===== src/rtl/alu8_pkg.sv =====
package alu8_pkg;
    localparam int DW  = 8;
    localparam int NW  = DW / 2;
    localparam int OPW = 4;

    localparam logic [OPW-1:0] OP_ADD = 4'h0;
    localparam logic [OPW-1:0] OP_ADC = 4'h1;
    localparam logic [OPW-1:0] OP_SUB = 4'h2;
    localparam logic [OPW-1:0] OP_SBC = 4'h3;
    localparam logic [OPW-1:0] OP_AND = 4'h4;
    localparam logic [OPW-1:0] OP_XOR = 4'h5;
    localparam logic [OPW-1:0] OP_OR  = 4'h6;
    localparam logic [OPW-1:0] OP_CMP = 4'h7;
    localparam logic [OPW-1:0] OP_DAA = 4'h8;
    localparam logic [OPW-1:0] OP_CPL = 4'h9;
    localparam logic [OPW-1:0] OP_SCF = 4'hA;
    localparam logic [OPW-1:0] OP_CCF = 4'hB;

    typedef enum logic [1:0] {
        LG_AND = 2'd0,
        LG_XOR = 2'd1,
        LG_OR  = 2'd2
    } logic_sel_e;

    typedef struct packed {
        logic z;
        logic n;
        logic h;
        logic c;
    } flags_t;

    typedef struct packed {
        logic [DW-1:0] res;
        logic          we;
        flags_t        fl;
    } alu_next_t;
endpackage


===== src/rtl/alu8_addsub.sv =====
module alu8_addsub
    import alu8_pkg::*;
#(
    parameter int W  = DW,
    parameter int NB = W / 2
) (
    input  logic [W-1:0] a,
    input  logic [W-1:0] b,
    input  logic         cin,
    input  logic         sub,
    output logic [W-1:0] res,
    output logic         cout,
    output logic         hout
);
    logic [NB:0] lo_d;
    logic [W:0]  full_d;

    always_comb begin
        if (sub) begin
            lo_d   = {1'b0, a[NB-1:0]} - {1'b0, b[NB-1:0]} - {{NB{1'b0}}, cin};
            full_d = {1'b0, a} - {1'b0, b} - {{W{1'b0}}, cin};
        end else begin
            lo_d   = {1'b0, a[NB-1:0]} + {1'b0, b[NB-1:0]} + {{NB{1'b0}}, cin};
            full_d = {1'b0, a} + {1'b0, b} + {{W{1'b0}}, cin};
        end
        res  = full_d[W-1:0];
        cout = full_d[W];
        hout = lo_d[NB];
    end
endmodule


===== src/rtl/alu8_logic.sv =====
module alu8_logic
    import alu8_pkg::*;
#(
    parameter int W = DW
) (
    input  logic [W-1:0] a,
    input  logic [W-1:0] b,
    input  logic_sel_e   sel,
    output logic [W-1:0] res
);
    always_comb begin
        case (sel)
            LG_AND:  res = a & b;
            LG_XOR:  res = a ^ b;
            default: res = a | b;
        endcase
    end
endmodule


===== src/rtl/alu8_bcd.sv =====
module alu8_bcd
    import alu8_pkg::*;
#(
    parameter int W  = DW,
    parameter int NB = W / 2
) (
    input  logic [W-1:0] a,
    input  logic         n_in,
    input  logic         h_in,
    input  logic         c_in,
    output logic [W-1:0] res,
    output logic         c_out
);
    localparam logic [NB-1:0] DIG_MAX = NB'(9);
    localparam logic [NB-1:0] DIG_FIX = NB'(6);
    localparam logic [W-1:0]  HI_LIM  = {DIG_MAX, DIG_MAX};

    logic          fix_hi;
    logic          fix_lo;
    logic [W-1:0]  corr;

    always_comb begin
        fix_hi = c_in | (~n_in & (a > HI_LIM));
        fix_lo = h_in | (~n_in & (a[NB-1:0] > DIG_MAX));
        corr   = {(fix_hi ? DIG_FIX : {NB{1'b0}}), (fix_lo ? DIG_FIX : {NB{1'b0}})};
        res    = n_in ? (a - corr) : (a + corr);
        c_out  = fix_hi;
    end
endmodule


===== src/rtl/acc_alu8.sv =====
module acc_alu8
    import alu8_pkg::*;
(
    input  logic         clk,
    input  logic         rst_n,
    input  logic         op_en,
    input  logic [3:0]   op,
    input  logic [7:0]   acc_in,
    input  logic [7:0]   opnd,
    output logic [7:0]   acc_out,
    output logic         acc_we,
    output logic [7:0]   flag_reg
);
    localparam int PADW = DW - $bits(flags_t);

    flags_t     flag_q;
    alu_next_t  nx_d;

    logic          as_sub;
    logic          as_cin;
    logic [DW-1:0] as_res;
    logic          as_c;
    logic          as_h;
    logic_sel_e    lg_sel;
    logic [DW-1:0] lg_res;
    logic [DW-1:0] bcd_res;
    logic          bcd_c;

    always_comb begin
        as_sub = (op == OP_SUB) || (op == OP_SBC) || (op == OP_CMP);
        as_cin = ((op == OP_ADC) || (op == OP_SBC)) ? flag_q.c : 1'b0;
        case (op)
            OP_AND:  lg_sel = LG_AND;
            OP_XOR:  lg_sel = LG_XOR;
            default: lg_sel = LG_OR;
        endcase
    end

    alu8_addsub #(.W(DW), .NB(NW)) u_addsub (
        .a(acc_in), .b(opnd), .cin(as_cin), .sub(as_sub),
        .res(as_res), .cout(as_c), .hout(as_h)
    );

    alu8_logic #(.W(DW)) u_logic (
        .a(acc_in), .b(opnd), .sel(lg_sel), .res(lg_res)
    );

    alu8_bcd #(.W(DW), .NB(NW)) u_bcd (
        .a(acc_in), .n_in(flag_q.n), .h_in(flag_q.h), .c_in(flag_q.c),
        .res(bcd_res), .c_out(bcd_c)
    );

    always_comb begin
        nx_d.res = acc_in;
        nx_d.we  = 1'b0;
        nx_d.fl  = flag_q;
        if (op_en) begin
            case (op)
                OP_ADD, OP_ADC: begin
                    nx_d.res  = as_res;
                    nx_d.we   = 1'b1;
                    nx_d.fl.z = (as_res == '0);
                    nx_d.fl.n = 1'b0;
                    nx_d.fl.h = as_h;
                    nx_d.fl.c = as_c;
                end
                OP_SUB, OP_SBC, OP_CMP: begin
                    nx_d.res  = (op == OP_CMP) ? acc_in : as_res;
                    nx_d.we   = (op != OP_CMP);
                    nx_d.fl.z = (as_res == '0);
                    nx_d.fl.n = 1'b1;
                    nx_d.fl.h = as_h;
                    nx_d.fl.c = as_c;
                end
                OP_AND, OP_XOR, OP_OR: begin
                    nx_d.res  = lg_res;
                    nx_d.we   = 1'b1;
                    nx_d.fl.z = (lg_res == '0);
                    nx_d.fl.n = 1'b0;
                    nx_d.fl.h = (op == OP_AND);
                    nx_d.fl.c = 1'b0;
                end
                OP_DAA: begin
                    nx_d.res  = bcd_res;
                    nx_d.we   = 1'b1;
                    nx_d.fl.z = (bcd_res == '0);
                    nx_d.fl.h = 1'b0;
                    nx_d.fl.c = bcd_c;
                end
                OP_CPL: begin
                    nx_d.res  = ~acc_in;
                    nx_d.we   = 1'b1;
                    nx_d.fl.n = 1'b1;
                    nx_d.fl.h = 1'b1;
                end
                OP_SCF, OP_CCF: begin
                    nx_d.fl.n = 1'b0;
                    nx_d.fl.h = 1'b0;
                    nx_d.fl.c = (op == OP_SCF) ? 1'b1 : ~flag_q.c;
                end
                default: ;
            endcase
        end
    end

    always_ff @(posedge clk) begin
        if (!rst_n) begin
            flag_q <= '0;
        end else begin
            flag_q <= nx_d.fl;
        end
    end

    assign acc_out  = nx_d.res;
    assign acc_we   = nx_d.we;
    assign flag_reg = {flag_q, {PADW{1'b0}}};
endmodule


===== config.mk =====
export PLATFORM = sky130hd
export DESIGN_NAME = acc_alu8
export DESIGN_NICKNAME = d
export VERILOG_FILES = /design/src/rtl/alu8_pkg.sv /design/src/rtl/alu8_addsub.sv /design/src/rtl/alu8_logic.sv /design/src/rtl/alu8_bcd.sv /design/src/rtl/acc_alu8.sv
export SDC_FILE = /design/constraint.sdc
export NUM_CORES = 1
export LEC_CHECK = 0
export BUFFER_PORTS_ARGS = -buffer_cell sky130_fd_sc_hd__buf_4
export CORE_MARGIN = 1.5
export CORE_UTILIZATION = 54
export CTS_BUF_LIST = sky130_fd_sc_hd__clkbuf_16
export DETAILED_ROUTE_END_ITERATION = 16
export PLACE_DENSITY = 0.81
export SYNTH_ARGS = -nofsm -noshare
export SYNTH_HDL_FRONTEND = slang
export SYNTH_SLANG_ARGS = --single-unit

===== constraint.sdc =====
create_clock -name clk -period 2.9 [get_ports clk]
set_input_delay 0.29 -clock clk [delete_from_list [all_inputs] [get_ports clk]]
set_output_delay 0.29 -clock clk [all_outputs]
set_load 0.01 [all_outputs]

Word level (Yosys, flattened, before mapping)
Cells that the tools add are included.
- register bits: 4
- input bits: 23
- bits in writable memories: 0
- latch bits: 0
- logic and storage cells: 79
- memories: 0
- output and inout port bits: 17
- memory bits (read-only): 0
- bitwise logic cells: 10
- shift-type cells: 0
- multiplexer cells: 16
- equality and inequality tests: 13
- divide/modulo/power cells: 0
- $add $sub $neg: 10
- reduce and logical (&&, ||, !) cells: 24
- magnitude comparators: 2
- multiply operators: 0
- operators by type and width (operator ; count):
    one-hot mux 9 bit (5 select lines) ; 1
    logical NOT 8 bit ; 3
    == test 4 x 3 -> 1 bit (second input constant) ; 4
    == test 4 bit (second input constant) ; 4
    2-to-1 mux 8 bit ; 2
    one-hot mux 8 bit (2 select lines) ; 1
    2-to-1 mux 13 bit ; 1
    adder 8 x 8 -> 9 bit ; 1
    adder 9 x 1 -> 9 bit ; 1
    2-to-1 mux 9 bit ; 1
    OR reduction 3 bit ; 3
    subtractor 8 x 8 -> 9 bit ; 1
    subtractor 9 x 1 -> 9 bit ; 1
    adder 8 bit ; 1
    AND 8 bit ; 1
    == test 4 x 2 -> 1 bit (second input constant) ; 2
    greater-than comparator 8 bit (second input constant) ; 1
    NOT 8 bit ; 1
    bitwise OR 8 bit ; 1
    one-hot mux 1 bit (4 select lines) ; 2
    AND reduction 2 bit ; 4
    nonzero test 4 bit ; 2
    subtractor 8 bit ; 1
    bitwise XOR 8 bit ; 1
    26 further kinds ; 34

Logic depth before layout (Yosys ltp)
- depth after elaboration: 9
- gate-level depth with buffers: 13
- gate-level depth less buffers: 12

By module
Synthesis repeated with hierarchy kept, for this count alone.
- cell total of the unflattened synthesis: 339
- area total of the unflattened synthesis: 2537.4 um2
- modules (own cells, without submodules) (module ; instances ; cells each ; area an instance (um2) ; seq. area each (um2)):
    alu8_addsub ; 1 ; 125 ; 940.9 ; 0.0
    acc_alu8 ; 1 ; 109 ; 779.5 ; 80.1
    alu8_logic ; 1 ; 50 ; 436.7 ; 0.0
    alu8_bcd ; 1 ; 55 ; 380.4 ; 0.0

Least setup slack after synthesis
Ideal clock, no wire load.
- path type: input -> output
- start point: input op[3]
- end point: output acc_out[4]
- buffers on the path: 1
- data required time: 2.610 ns
- cell stages on the path: 11
- slack: -0.120 ns
- arrival: 2.730 ns
- cell sequence: clkbuf_1 > nor2_1 > nand3_1 > fa_1 > fa_1 > o21a_1 > nor2_1 > xnor2_1 > mux2i_1 > o31a_1 > o22ai_1
- longest elaborated chain between the ends: 8
- elaborated cells on any way between the ends: 27
- classes of those cells: add/sub (2); eq/ne (10); mux (7); reduce/logical (8)
- ends and longest elaborated chain (what ; line ; text):
    from (decl) ; acc_alu8.sv:7 ; input logic [3:0] op,
    == test 4 x 1 -> 1 bit / == test 4 x 2 -> 1 bit (equally long branches) ; acc_alu8.sv:31, acc_alu8.sv:58, acc_alu8.sv:30 ;
    logical OR 1 bit ; acc_alu8.sv:31 ; as_cin = ((op == OP_ADC) || (op == OP_SBC)) ? flag_q.c : 1'b0;
    2-to-1 mux 1 bit ; acc_alu8.sv:31 ;
    adder 9 x 1 -> 9 bit / subtractor 9 x 1 -> 9 bit (equally long branches) ; alu8_addsub.sv:24, alu8_addsub.sv:21 ;
    2-to-1 mux 9 bit ; alu8_addsub.sv:19 ; if (sub) begin
    2-to-1 mux 8 bit ; acc_alu8.sv:68 ; nx_d.res = (op == OP_CMP) ? acc_in : as_res;
    one-hot mux 9 bit (5 select lines) (*) ; acc_alu8.sv:58 ; case (op)
    2-to-1 mux 13 bit (*) ; acc_alu8.sv:57 ; if (op_en) begin
    to (decl) ; acc_alu8.sv:10 ; output logic [7:0] acc_out,
Every way passes the cells marked *; elsewhere a longest branch is shown, timed or not.

Final worst setup path
- start point: register flag_q (netlist bit flag_reg[4])
- end point: output acc_out[6]
- longest elaborated chain between the ends: 6
- elaborated cells on any way between the ends: 12
- classes of those cells: add/sub (4); mux (7); bitwise (1)
- ends and longest elaborated chain (what ; line ; text):
    from (decl) ; acc_alu8.sv:16 ; flags_t flag_q;
    from (signal assigned) ; acc_alu8.sv:110 ; flag_q <= nx_d.fl;
    2-to-1 mux 1 bit / bitwise OR 1 bit (equally long branches) ; acc_alu8.sv:31, alu8_bcd.sv:23 ;
    adder 9 x 1 -> 9 bit, or another cell as far along ; alu8_addsub.sv:24 ; full_d = {1'b0, a} + {1'b0, b} + {{W{1'b0}}, cin};
    2-to-1 mux 9 bit, or another cell as far along ; alu8_addsub.sv:19 ;
    2-to-1 mux 8 bit, on equally long branches ; acc_alu8.sv:68, alu8_bcd.sv:26 ;
    one-hot mux 9 bit (5 select lines) (*) ; acc_alu8.sv:58 ;
    2-to-1 mux 13 bit (*) ; acc_alu8.sv:57 ;
Marked as above.

==> run summary <==
The flow ran to the end, but the final reports show violations. The final reports fail on negative setup slack. Clock-pin slew was measured on the worst setup and hold paths at ~30 ps. The CTS tree is done. The register area is 82.58 sq um. On the critical path, the stage with the largest delay is an instance of fa_2.

The post-synthesis sequential area ratio came out at 3.110%. The initial core utilization is 57.55%. The synthesized area divided by synthesized cell count came out at approximately 7 sq um.

The tightest hold path in the finished design has a slack of about 350 ps. The cts-stage hold buffer count is 0. Entering global routing, the biggest net connects 29 pins. The count of different cell masters after synthesis is between 60 and 70. The max-slew violation count is 0.

The initial detailed-routing violation count came out at 334. The synthesized netlist occupies a cell area of 2575 sq um. The repair_antennas step left the layout with diodes totalling 0. Across the run, the number of max-cap violations was 0. Buffers placed on the I/O ports in this run total 35.

In this run the biggest area consumer among cell types represents 18.95% of the synthesized area. The primary flip-flop cell chosen by synthesis mapping is dfxtp_1. The die outline area is around 5200 sq um. The area inside the core boundary came out at about 4500 sq um. The maximum buffer depth of the clock tree came out at 2. The largest clock skew in the final design is 2.313 ps.

The first-pass iteration count of the detailed router came out at 5. The via count of the first global-routing pass came to 3001. The number of warning messages in the yosys log came out at 0. The data required time at the worst endpoint came out at between 2000 and 3000 ps. The mean number of vias per cell is roughly 6.5. The global-route total usage across every layer is 35.68%. The delay of the slowest critical-path stage is 380 ps. For this run, the top clock speed supported by timing is ~340 MHz. The register with the most flip-flops in the layout has 4 of them. The final design instance area without fill is 3526 sq um. The final-report setup violation count came out at 3. The worst setup path is launched from a flip-flop. The global placement routability congestion came out at 1.059.

The CTS sink count came out at 4. Summed over all nets, the half-perimeter wirelength after detailed placement is 7.007 mm. The routed length per instance came out at between 15 and 20 um. Measured along the y axis, the die boundary spans 72.06 um. The remaining design rule violation count is 0. The clock latency on the worst-skew pair came out at 230 ps. The fraction of synthesis flops using an asynchronous set or reset pin came out at 0%.

The tree is rooted in a clkbuf_16. The floorplan die width came out at 72.06 um. The initial antenna violation count was 0.

CTS built an H-tree with a depth of 1. The aggregate routed wire length is 9.396 mm. The number of vias after detailed routing is 3174. In this design, the critical path's most frequently occurring cell is fa_2.

The cell family with the largest share of critical-path delay is compound AO/OA/AOI/OAI gates. The commonest cells after synthesis are 39 x ha_1, 38 x inv_1, 30 x o21ai_0. STA classifies the critical path endpoint as an output pin. The count of nets left with antenna violations once routing finished came out at 0.

The number of enable flip-flop cells after synthesis is 0. In the final layout, the multi-input gates occupy 2462 sq um. The first-pass GRT wire length is 14.60 mm. The maximum fanout encountered on the critical timing path came out at 3.

The top cell type by total area after synthesis is ha_1. The count of state elements after synthesis is 4. The power density over cell area is 321.8 nW/um^2. The total CTS buffers is 3.

Summing all placed instances gives a cell area of 3132 sq um. The worst supply voltage drop on vdd came out at 0.2022 mV. The headroom to the max-slew limit came out at 66.81%. Summed over all cells, the static leakage comes to 1.586 nW. STA puts the critical path data arrival time at roughly 2700 ps. The post-synthesis cell count came out at approximately 360. Of the available clock period, the critical path in the final layout requires 102.0%. Yosys instantiated no cell more often than ha_1. Traced cell by cell, the critical path runs through nand3_2, fa_2, fa_2, o21a_1, o221a_2, xor2_1, nand2_1, a21boi_2, a2bb2oi_2, buf_4.

By area the synthesized netlist is led by ha_1 19%, o21ai_0 5.8%, inv_1 5.5%. The worst-margin pin slew came out at 495.8 ps. The number of filler cells placed in the layout came out at 320. The worst hold path belongs to the class in -> reg.

Relative to the synthesized area, the layout overhead comes to 36.93%. The combined buffer and inverter count along the critical path came out at 1. The standard-cell row count is 24. Summed over all layers, the global routing overflow is 0. Setup repair after global routing could not meet its margin everywhere. Counting I/O delays and the setup requirement, the final critical path takes 2957 ps.

The number of nets at the end of the flow came out at 503. The setup path with the least slack is of type reg -> out. The post-route netlist has 34.48% of its cells at a drive strength greater than 1. The number of hold violations in the final report is 0. The worst-case setup margin in the final layout is -56.98 ps. The number of placed I/O pins came out at 40.
through the flow:
step	power [mW]	utilization, %	TNS [ps]	std cells	setup WS (ps)
finish	1.135	78.80	-95.77	487	-56.98
global route	1.196	78.80	-493.6	487	-152.9
CTS	1.051	75.59	-94.89	484	-41.55
detailed placement	0.7606	69.99	-681.2	474	-191.9
global placement	0.7409	69.99	-261.5	474	-93.05
floorplan	0.5138	-	0	364	31.81
worst reg2reg max path, delay by kind of cell (launching register included):
kind / cells / cell delay, ps
compound gates: 3 / 530
fa+ha+maj: 2 / 740
buf+inv: 3 / 250
flops: 1 / 330
simple gates: 4 / 740
cell families (layout without fill, tap and decap cells):
group,Yosys count,after routing,share of synthesized area [%]
AO/OA/AOI/OAI,117,117,31.15
XOR/XNOR,13,13,4.422
adder cells (fa/ha/maj),43,43,22.06
buffers and inverters,61,132,11.08
flip-flops,4,4,3.110
multiplexers,8,8,4.130
other,1,4,0.1456
AND/OR/NAND/NOR,114,114,23.91
cells in the final DEF, fill, tap and decap left out, types with 4 or more instances in the layout:
master,instances
nor2_1,17
a21oi_4,5
nand2_1,27
fa_2,4
conb_1,4
o21ai_1,4
nand3_1,9
nor2b_1,6
o21ai_0,22
nand4_1,4
nor4_1,5
ha_1,36
o211ai_1,7
o22ai_1,6
o21ai_2,4
buf_4,88
inv_1,34
or3_1,7
xnor2_1,5
inv_2,4
nor3_1,6
a31oi_1,4
mux2i_1,5
nand2b_1,9
a21oi_1,14
a211oi_1,7
and2_1,4
xor2_1,5
layout make-up:
| cell class | count | area share (%) |
|---|---|---|
| clock buffers | 3 | 2.129 |
| inverters | 38 | 4.045 |
| multi-input cells | 299 | 69.84 |
| flip-flops and latches | 4 | 2.342 |
| well taps | 52 | 1.845 |
| repair buffers | 91 | 19.80 |
routing by layer:
| layer | vias up | track usage, % | wire length (um) |
|---|---|---|---|
| li1 | 1457 | - | - |
| met1 | 1474 | 44.61 | 3551 |
| met2 | 198 | 63.07 | 4573 |
| met3 | 45 | 3.472 | 900 |
| met4 | 0 | 13.84 | 371 |
| met5 | - | 0 | 0 |
worst paths after layout:
kind	slack (ps)	end	startpoint	cells after the start
worst min register to register	560	flag_reg[6]	flag_reg[6]	2
worst max-delay path	-60	acc_out[6]	flag_reg[4]	10
worst min-delay path	350	flag_reg[6]	op_en	2
worst max register to register	200	flag_reg[7]	flag_reg[4]	12
report_power, final:
| group | internal (mW) | switching, mW |
|---|---|---|
| clock | 0.177 | 0.0436 |
| combinational | 0.394 | 0.457 |
| sequential | 0.0597 | 0.00354 |
| total | 0.630 | 0.504 |
repair_timing:
action	in CTS	in global routing
setup endpoints to repair	7	9
cloned	0	0
resized for setup	40	24
buffers inserted	7	4
pin swaps	22	23
endpoints found under the hold margin	0	0
No activity file was read; power rests on OpenSTA's default activity.
